--- src/rtl/intc_pkg.sv ---
package intc_pkg;
  // Index of the lowest set bit (0 when the mask is empty).
  function automatic int first_set(input logic [31:0] m);
    int idx;
    logic found;
    idx = 0;
    found = 1'b0;
    for (int i = 0; i < 32; i++) begin
      if (m[i] && !found) begin
        idx = i;
        found = 1'b1;
      end
    end
    return idx;
  endfunction

  // One-hot mask of the lowest set bit (zero when the mask is empty).
  function automatic logic [31:0] first_mask(input logic [31:0] m);
    return m & (~m + 32'd1);
  endfunction
endpackage

--- src/rtl/intc_edge_capture.sv ---
module intc_edge_capture #(
  parameter int N_SRC = 4
) (
  input  logic             clk,
  input  logic             rst_n,
  input  logic [N_SRC-1:0] src,
  input  logic             ack_fire,
  input  logic [N_SRC-1:0] ack_mask,
  output logic [N_SRC-1:0] pend,
  output logic [N_SRC-1:0] rise
);
  logic [N_SRC-1:0] src_q;
  logic [N_SRC-1:0] clr_mask;

  assign rise     = src & ~src_q;
  assign clr_mask = ack_fire ? ack_mask : '0;

  always_ff @(posedge clk) begin
    if (!rst_n) begin
      src_q <= '0;
      pend  <= '0;
    end else begin
      src_q <= src;
      pend  <= (pend & ~clr_mask) | rise;
    end
  end

  // an edge always leaves its source pending
  a_r2_rise_sets_pending: assert property (@(posedge clk) disable iff (!rst_n)
    (|rise) |=> ((pend & $past(rise)) == $past(rise)));

  // acknowledged source is cleared unless re-raised in that cycle
  a_r4_ack_clears_pending: assert property (@(posedge clk) disable iff (!rst_n)
    (ack_fire && !(|(ack_mask & rise))) |=> !(|(pend & $past(ack_mask))));
endmodule

--- src/rtl/intc_service_stack.sv ---
module intc_service_stack #(
  parameter int N_SRC = 4,
  localparam int VEC_W = (N_SRC > 1) ? $clog2(N_SRC) : 1
) (
  input  logic             clk,
  input  logic             rst_n,
  input  logic             ack_fire,
  input  logic [N_SRC-1:0] ack_mask,
  input  logic             eoi,
  output logic             busy,
  output logic [VEC_W-1:0] top_idx
);
  import intc_pkg::*;

  logic [N_SRC-1:0] isr;
  logic [N_SRC-1:0] retire_mask;
  logic [N_SRC-1:0] set_mask;

  assign retire_mask = eoi ? N_SRC'(first_mask(32'(isr))) : '0;
  assign set_mask    = ack_fire ? ack_mask : '0;
  assign busy        = |isr;
  assign top_idx     = VEC_W'(first_set(32'(isr)));

  always_ff @(posedge clk) begin
    if (!rst_n) isr <= '0;
    else        isr <= (isr & ~retire_mask) | set_mask;
  end

  // one end-of-service retires exactly one active level
  a_r6_eoi_retires_one: assert property (@(posedge clk) disable iff (!rst_n)
    (eoi && !ack_fire && busy) |=> ($countones(isr) == $countones($past(isr)) - 1));

  // levels below the retired one survive the end-of-service
  a_r9_outer_levels_kept: assert property (@(posedge clk) disable iff (!rst_n)
    (eoi && busy) |=> ((isr & ($past(isr) & ~$past(retire_mask))) == ($past(isr) & ~$past(retire_mask))));

  // an accepted request becomes an active level
  a_r4_ack_enters_service: assert property (@(posedge clk) disable iff (!rst_n)
    ack_fire |=> (|(isr & $past(ack_mask))));
endmodule

--- src/rtl/intc_select.sv ---
module intc_select #(
  parameter int N_SRC = 4,
  localparam int VEC_W = (N_SRC > 1) ? $clog2(N_SRC) : 1
) (
  input  logic             clk,
  input  logic             rst_n,
  input  logic [N_SRC-1:0] pend,
  input  logic             busy,
  input  logic [VEC_W-1:0] top_idx,
  input  logic             nest_mode,
  input  logic             ack,
  output logic             req,
  output logic [VEC_W-1:0] vec,
  output logic             ack_fire,
  output logic [N_SRC-1:0] ack_mask
);
  import intc_pkg::*;

  logic any_pend;
  logic may_offer;

  assign any_pend  = |pend;
  assign vec       = VEC_W'(first_set(32'(pend)));
  assign may_offer = !busy || (nest_mode && (vec < top_idx));
  assign req       = any_pend && may_offer;
  assign ack_fire  = ack && req;
  assign ack_mask  = N_SRC'(1) << vec;

  // sequential mode stays quiet during service
  a_r5_seq_quiet: assert property (@(posedge clk) disable iff (!rst_n)
    (!nest_mode && busy) |-> !req);

  // nested offers only strictly higher priority than the innermost level
  a_r8_no_lower_preempt: assert property (@(posedge clk) disable iff (!rst_n)
    (req && busy) |-> (vec < top_idx));

  // the offered vector is a pending source
  a_r3_vec_is_pending: assert property (@(posedge clk) disable iff (!rst_n)
    req |-> pend[vec]);
endmodule

--- src/rtl/intc_nest_seq.sv ---
module intc_nest_seq #(
  parameter int N_SRC = 4,
  localparam int VEC_W = (N_SRC > 1) ? $clog2(N_SRC) : 1
) (
  input  logic             clk,
  input  logic             rst_n,
  input  logic [N_SRC-1:0] irq_src,
  input  logic             nest_mode,
  input  logic             int_ack,
  input  logic             int_eoi,
  output logic             int_req,
  output logic [VEC_W-1:0] int_vec
);
  logic [N_SRC-1:0] pend;
  logic [N_SRC-1:0] rise;
  logic [N_SRC-1:0] ack_mask;
  logic             ack_fire;
  logic             busy;
  logic [VEC_W-1:0] top_idx;

  intc_edge_capture #(.N_SRC(N_SRC)) u_capture (
    .clk(clk), .rst_n(rst_n), .src(irq_src),
    .ack_fire(ack_fire), .ack_mask(ack_mask),
    .pend(pend), .rise(rise)
  );

  intc_service_stack #(.N_SRC(N_SRC)) u_stack (
    .clk(clk), .rst_n(rst_n), .ack_fire(ack_fire), .ack_mask(ack_mask),
    .eoi(int_eoi), .busy(busy), .top_idx(top_idx)
  );

  intc_select #(.N_SRC(N_SRC)) u_select (
    .clk(clk), .rst_n(rst_n), .pend(pend), .busy(busy), .top_idx(top_idx),
    .nest_mode(nest_mode), .ack(int_ack), .req(int_req), .vec(int_vec),
    .ack_fire(ack_fire), .ack_mask(ack_mask)
  );

  // nothing offered in the first cycle after reset
  a_r1_reset_quiet: assert property (@(posedge clk)
    $rose(rst_n) |-> !int_req);
endmodule

--- config.mk ---
export PLATFORM = sky130hd
export DESIGN_NAME = intc_nest_seq
export DESIGN_NICKNAME = d
export VERILOG_FILES = /design/src/rtl/intc_pkg.sv /design/src/rtl/intc_edge_capture.sv /design/src/rtl/intc_service_stack.sv /design/src/rtl/intc_select.sv /design/src/rtl/intc_nest_seq.sv
export SDC_FILE = /design/constraint.sdc
export NUM_CORES = 1
export LEC_CHECK = 0
export ABC_AREA = 1
export BUFFER_PORTS_ARGS = -buffer_cell sky130_fd_sc_hd__buf_2
export CORE_AREA = 2 2 39 41
export CTS_BUF_LIST = sky130_fd_sc_hd__clkbuf_8 sky130_fd_sc_hd__clkbuf_16
export CTS_CLUSTER_SIZE = 14
export DETAILED_ROUTE_END_ITERATION = 12
export DIE_AREA = 0 0 41 43
export GPL_TIMING_DRIVEN = 0
export PLACE_DENSITY = 0.71
export SLEW_MARGIN = 20
export SYNTH_ARGS = -nofsm -noshare
export SYNTH_HDL_FRONTEND = slang
export SYNTH_SLANG_ARGS = --single-unit
--- constraint.sdc ---
create_clock -name clk -period 1.66 [get_ports clk]
set_input_delay 0.249 -clock clk [delete_from_list [all_inputs] [get_ports clk]]
set_output_delay 0.249 -clock clk [all_outputs]
set_load 0.02 [all_outputs]
# Word level (Yosys, flattened, before mapping)
# Index checks and enable logic that the tools add are counted.
word_totals:
  output_inout_bits: 3
  mem_bits_rw: 0
  romBits: 0
  in_bits: 9
  n_memories: 0
  latchBits: 0
  word_cells: 49
  ff_bits: 12
op_classes:
  n_mux: 14
  div: 0
  shifts: 1
  magnitude_cmp: 1
  addsub: 1
  n_reduce_logical: 19
  eq_ne: 0
  n_bitwise: 10
  multipliers: 0
ops:
  columns: ["operator", "count"]
  rows:
  - ["$and 4x4->4", 4]
  - ["$not 4->4", 4]
  - ["$logic_and 1x1->1", 9]
  - ["$mux 1", 8]
  - ["$mux 2", 4]
  - ["$mux 4", 2]
  - ["$or 4x4->4", 2]
  - ["$reduce_or 4->1", 2]
  - ["$logic_not 1->1", 7]
  - ["$add 4x1->4 const B", 1]
  - ["$shl 1x2->4 const A", 1]
  - ["$lt 2x2->1", 1]
  - ["$logic_or 1x1->1", 1]

# Longest topological paths before layout
depth:
  word_depth: 19
  depth_mapped: 11
  depth_no_buf: 11

# Cells and area by module
# Synthesis repeated with hierarchy kept, for this count alone.
unflattened:
  hier_cells: 96
  area_unflattened_um2: 628.1
by_module_without_submodules:
  columns: ["mod", "seq_area_each_um2", "cells_each", "area_each_um2", "instances"]
  rows:
  - ["intc_edge_capture", 160.2, 41, 304.0, 1]
  - ["intc_service_stack", 80.1, 29, 207.7, 1]
  - ["intc_select", 0.0, 26, 116.4, 1]

# Worst setup path before layout
# Ideal clock, no wire load.
synth_path:
  kind: "flip-flop to output port"
  startpoint: "reg u_capture.pend[0]"
  endpoint: "out int_req"
  path_slack_ps: -452
  stages_incl_launch_ff: 9
  arrival_ps: 1863
  n_path_buf: 0
  required_ps: 1411
  path_cell_list: "dfxtp_1 nor2_1 inv_1 a21oi_1 ha_1 inv_1 o21bai_1 nand2_1 a21boi_1"
synth_between:
  elab_chain_len: 14
  word_cells_on_any_way: 17
  cone_classes: "order compare (1); mux (6); reduce/logical (10)"
synth_lines:
  columns: ["element", "line", "text"]
  rows:
  - ["from (decl)", "intc_edge_capture.sv:9", "output logic [N_SRC-1:0] pend,"]
  - ["from (signal assigned)", "intc_edge_capture.sv:24", "pend <= (pend & ~clr_mask) | rise;"]
  - ["$mux 1 *", "intc_pkg.sv:9", "if (m[i] && !found) begin"]
  - ["$logic_not 1->1", "intc_pkg.sv:9", null]
  - ["$logic_and 1x1->1", "intc_pkg.sv:9", null]
  - ["$mux 1 *", "intc_pkg.sv:9", null]
  - ["$logic_not 1->1", "intc_pkg.sv:9", null]
  - ["$logic_and 1x1->1", "intc_pkg.sv:9", null]
  - ["$mux 1", "intc_pkg.sv:9", null]
  - ["$logic_not 1->1", "intc_pkg.sv:9", null]
  - ["$logic_and 1x1->1", "intc_pkg.sv:9", null]
  - ["$mux 2 *", "intc_pkg.sv:9", null]
  - ["via int_vec[1]", "intc_nest_seq.sv:12", "output logic [VEC_W-1:0] int_vec"]
  - ["$lt 2x2->1 *", "intc_select.sv:24", "assign may_offer = !busy || (nest_mode && (vec < top_idx));"]
  - ["$logic_and 1x1->1 *", "intc_select.sv:24", null]
  - ["$logic_or 1x1->1 *", "intc_select.sv:24", null]
  - ["$logic_and 1x1->1 *", "intc_select.sv:25", "assign req = any_pend && may_offer;"]
  - ["to (decl)", "intc_nest_seq.sv:11", "output logic int_req,"]
# Mark *: on every way through the listed nets, which the timed path passes. The rest lies on a longest branch.

# Worst setup path after layout
layout_path:
  startpoint: "reg u_capture.pend[0]"
  endpoint: "out int_req"
layout_between:
  elab_chain_len: 14
  word_cells_on_any_way: 17
  cone_classes: "order compare (1); mux (6); reduce/logical (10)"
layout_lines:
  columns: ["element", "line"]
  rows:
  - ["$mux 1", "intc_pkg.sv:9"]
  - ["$logic_not 1->1", "intc_pkg.sv:9"]
  - ["$logic_and 1x1->1", "intc_pkg.sv:9"]
  - ["$mux 1", "intc_pkg.sv:9"]
  - ["$logic_not 1->1", "intc_pkg.sv:9"]
  - ["$logic_and 1x1->1", "intc_pkg.sv:9"]
  - ["$mux 1", "intc_pkg.sv:9"]
  - ["$logic_not 1->1", "intc_pkg.sv:9"]
  - ["$logic_and 1x1->1", "intc_pkg.sv:9"]
  - ["$mux 2", "intc_pkg.sv:9"]
  - ["$lt 2x2->1", "intc_select.sv:24"]
  - ["$logic_and 1x1->1", "intc_select.sv:24"]
  - ["$logic_or 1x1->1", "intc_select.sv:24"]
  - ["$logic_and 1x1->1 *", "intc_select.sv:25"]
# Every way passes the cells marked *; elsewhere a longest branch is shown, timed or not.

==> impl_metrics.env <==
export IMPL_slew_violations=0
export IMPL_p_switching_mw=0.239
export IMPL_syn_inst=88
export IMPL_setup_worst_path_end_class="primary output"
export IMPL_crit_type="flop to primary output"
export IMPL_clockBufferDepth=2
export IMPL_regToRegStartpoint="u_capture.pend[0]$_SDFF_PN0_"
export IMPL_dr_total_vias=567
export IMPL_grt_usage_pct=15.5
export IMPL_via_per_inst=4.65
export IMPL_die_area_um2=1760
export IMPL_failed_checks="negative setup slack"
export IMPL_antenna_found_initial=0
export IMPL_netlist_area_um2=596
export IMPL_ys_seq_area_share_pct=40.3
export IMPL_initial_core_util_pct=43.0
export IMPL_hold_slack_ns=0.204
export IMPL_r2r_setup_slack_ns=-0.05
export IMPL_p_leak_nw=0.447
export IMPL_nets=118
export IMPL_r2r_cells=12
export IMPL_p_sw_share_pct=29.0
export IMPL_io_pins=12
export IMPL_finalHoldViolations=0
export IMPL_start_kind="flop"
export IMPL_cts_num_sinks=12
export IMPL_grt_setup_unrepaired="yes"
export IMPL_power_frac_clock_pct=30.2
export IMPL_p_comb_share_pct=29.8
export IMPL_chipWidth_um=41
export IMPL_status="complete, but fails checks"
export IMPL_setup_viol=7
export IMPL_cap_violations=0
export IMPL_synth_avg_cell_area_um2=6.77
export IMPL_areaGrowthSynthToFinish_pct=34.7
export IMPL_cts_tree="yes"
export IMPL_die_height_um=43
export IMPL_numCtsBuffers=3
export IMPL_timing_final_crit_share_pct=112
export IMPL_p_per_area_nw_per_um2=1030
export IMPL_seqPwrFrac_pct=39.9
export IMPL_min_period_ns=1.86
export IMPL_multiInputGateArea_um2=318
export IMPL_critPathLaunch="u_capture.pend[0]$_SDFF_PN0_"
export IMPL_root_buffer="clkbuf_8"
export IMPL_antenna_cells=0
export IMPL_final_cell_mix="nand2_1 (20), inv_1 (18), dfxtp_1 (10)"
export IMPL_yosysWarnings=0
export IMPL_mostFrequentLayoutCell="nand2_1"
export IMPL_wl_per_cell_um=9.45
export IMPL_placed_cell_area_um2=699
export IMPL_hold_class="input pin to flop"
export IMPL_grt_max_degree=10
export IMPL_crit_path_frequent_cell="inv_2"
export IMPL_drtAntennaViolNets=0
export IMPL_critical_path_arrival_ns=1.61
export IMPL_drc=0
export IMPL_grt_pass1_vias=534
export IMPL_ctsHoldBuffers=0
export IMPL_worstPathRequired_ns=1.41
export IMPL_grt_overflow_total=0
export IMPL_cpPeakStageDelay_ns=0.33
export IMPL_drt_iter0_drc=12
export IMPL_slowest_stage="dfxtp_2"
export IMPL_seq_area_um2=243
export IMPL_final_cell_area_um2=802
export IMPL_grt_pass1_wl_um=1890
export IMPL_clk_latency_ns=0.23
export IMPL_reg2reg_to="u_capture.pend[3]$_SDFF_PN0_"
export IMPL_worst_slack_ns=-0.196
export IMPL_synth_seq_cells=12
export IMPL_peakVddDrop_mv=0.664
export IMPL_layout_drive_gt1_share_pct=35.8
export IMPL_dp_hpwl_um=875
export IMPL_wl_um=1150
export IMPL_cp_endpoint="int_req"
export IMPL_fillers=138
export IMPL_power_total_mw=0.823
export IMPL_pre_cts_slack_ns=-0.0535
export IMPL_crit_chain="nor2_4 > inv_2 > a21oi_4 > ha_4 > inv_2 > o21bai_1 > nand2_2 > a21boi_4 > buf_6"
export IMPL_rows=14
export IMPL_cp_top_family="compound AO/OA/AOI/OAI gates"
export IMPL_finalClockSkew_ns=0.00148
export IMPL_clock_fmax_mhz=539
export IMPL_slew_headroom_pct=76.1
export IMPL_numPortBuffers=10
export IMPL_tightest_slew_ns=0.358
export IMPL_dr_pass1_iters=4
export IMPL_coreArea_um2=1380
export IMPL_cp_max_fo=3
export IMPL_yosys_cell_types_count=17
export IMPL_path_clk_slew_ns=0.04
export IMPL_htreeDepth=1
export IMPL_p_int_mw=0.585
export IMPL_synth_nets=98
export IMPL_worst_path_stages=9
export IMPL_gp_congestion=0.689
export IMPL_critPathBufInv=3
Yosys cell counts:
| library cell | instances | area, um^2 |
|---|---|---|
| nand2_1 | 21 | 78.8 |
| inv_1 | 20 | 75.1 |
| dfxtp_1 | 12 | 240 |
| a21oi_1 | 5 | 25.0 |
| nand3_1 | 4 | 20.0 |
| nand4_1 | 4 | 25.0 |
| nor2_1 | 4 | 15.0 |
| o21ai_0 | 4 | 20.0 |
| or2_2 | 4 | 25.0 |
| inv_2 | 2 | 7.51 |
| nor2_2 | 2 | 12.5 |
| a21boi_1 | 1 | 7.51 |
| clkbuf_1 | 1 | 3.75 |
| ha_1 | 1 | 12.5 |
| nand2_4 | 1 | 11.3 |
| o21bai_1 | 1 | 7.51 |
| or2_4 | 1 | 8.76 |
worst min-delay path by stage:
stage / start / to / slack (ns) / cells after the start
finish: irq_src[0] / u_capture.src_q[0]$_SDFF_PN0_ / 0.20 / 3
global route: irq_src[2] / u_capture.src_q[2]$_SDFF_PN0_ / 0.23 / 3
CTS: irq_src[0] / u_capture.src_q[0]$_SDFF_PN0_ / 0.21 / 3
detailed placement: irq_src[0] / u_capture.src_q[0]$_SDFF_PN0_ / 0.44 / 3
global placement: irq_src[0] / u_capture.src_q[0]$_SDFF_PN0_ / 0.44 / 3
floorplan: irq_src[0] / u_capture.src_q[0]$_SDFF_PN0_ / 0.35 / 2
worst min-delay path: stages:
cell	delay (ns)
buf_2	0.07
nand2_1	0.04
inv_1	0.04
timing repair:
| action | 4_1_cts | 5_1_grt |
|---|---|---|
| buffers inserted | 4 | 1 |
| gates resized for setup | 3 | 4 |
| setup endpoints to repair | 1 | 9 |
| pin swaps | 5 | 2 |
kinds of logic (layout without fill, tap and decap cells):
| family | count (synthesis) | in the layout | synth area share, % |
|---|---|---|---|
| simple gates | 41 | 41 | 33.0 |
| buf+inv | 23 | 41 | 14.5 |
| flops | 12 | 12 | 40.3 |
| compound gates | 11 | 11 | 10.1 |
| fa+ha+maj | 1 | 1 | 2.10 |
through the flow:
| step | instances | util, % | TNS (ns) |
|---|---|---|---|
| after floorplan | 88 | - | -0.0191 |
| after global placement | 114 | 50.5 | -0.0245 |
| after CTS | 121 | 56.2 | -0.325 |
| final | 122 | 58.0 | -0.380 |
| after detailed placement | 114 | 50.5 | -0.0535 |
| after global routing | 122 | 58.0 | -1.19 |
metal layers:
metal | global-route usage (%) | up-vias | part of all wire (%)
met1 | 14.2 | 246 | 38
met3 | 3.14 | 2 | 4.3
li1 | - | 304 | -
met4 | 6.67 | 0 | 1.4
met5 | 0 | - | 0
met2 | 29.4 | 15 | 56
power by group through the flow:
stage	Combinational [mW]	Clock (mW)	Sequential (mW)
floorplan	0.159	0	0.330
global placement	0.194	0	0.333
detailed placement	0.201	0	0.334
CTS	0.230	0.254	0.329
global route	0.274	0.265	0.331
finish	0.246	0.249	0.329
area by class of cell:
type	count	area share, %
Tap cell	16	2.50
Timing Repair Buffer	15	11.7
Sequential cell	12	30.3
Multi-Input combinational cell	53	39.6
Clock buffer	3	5.15
Inverter	22	10.3
Buffer	1	0.468
registers in the layout (all words and copies together) (netlist names):
signal and count:
u_capture.pend 4, u_capture.src_q 4, u_stack.isr 4
(Power assumes the default switching activity.)
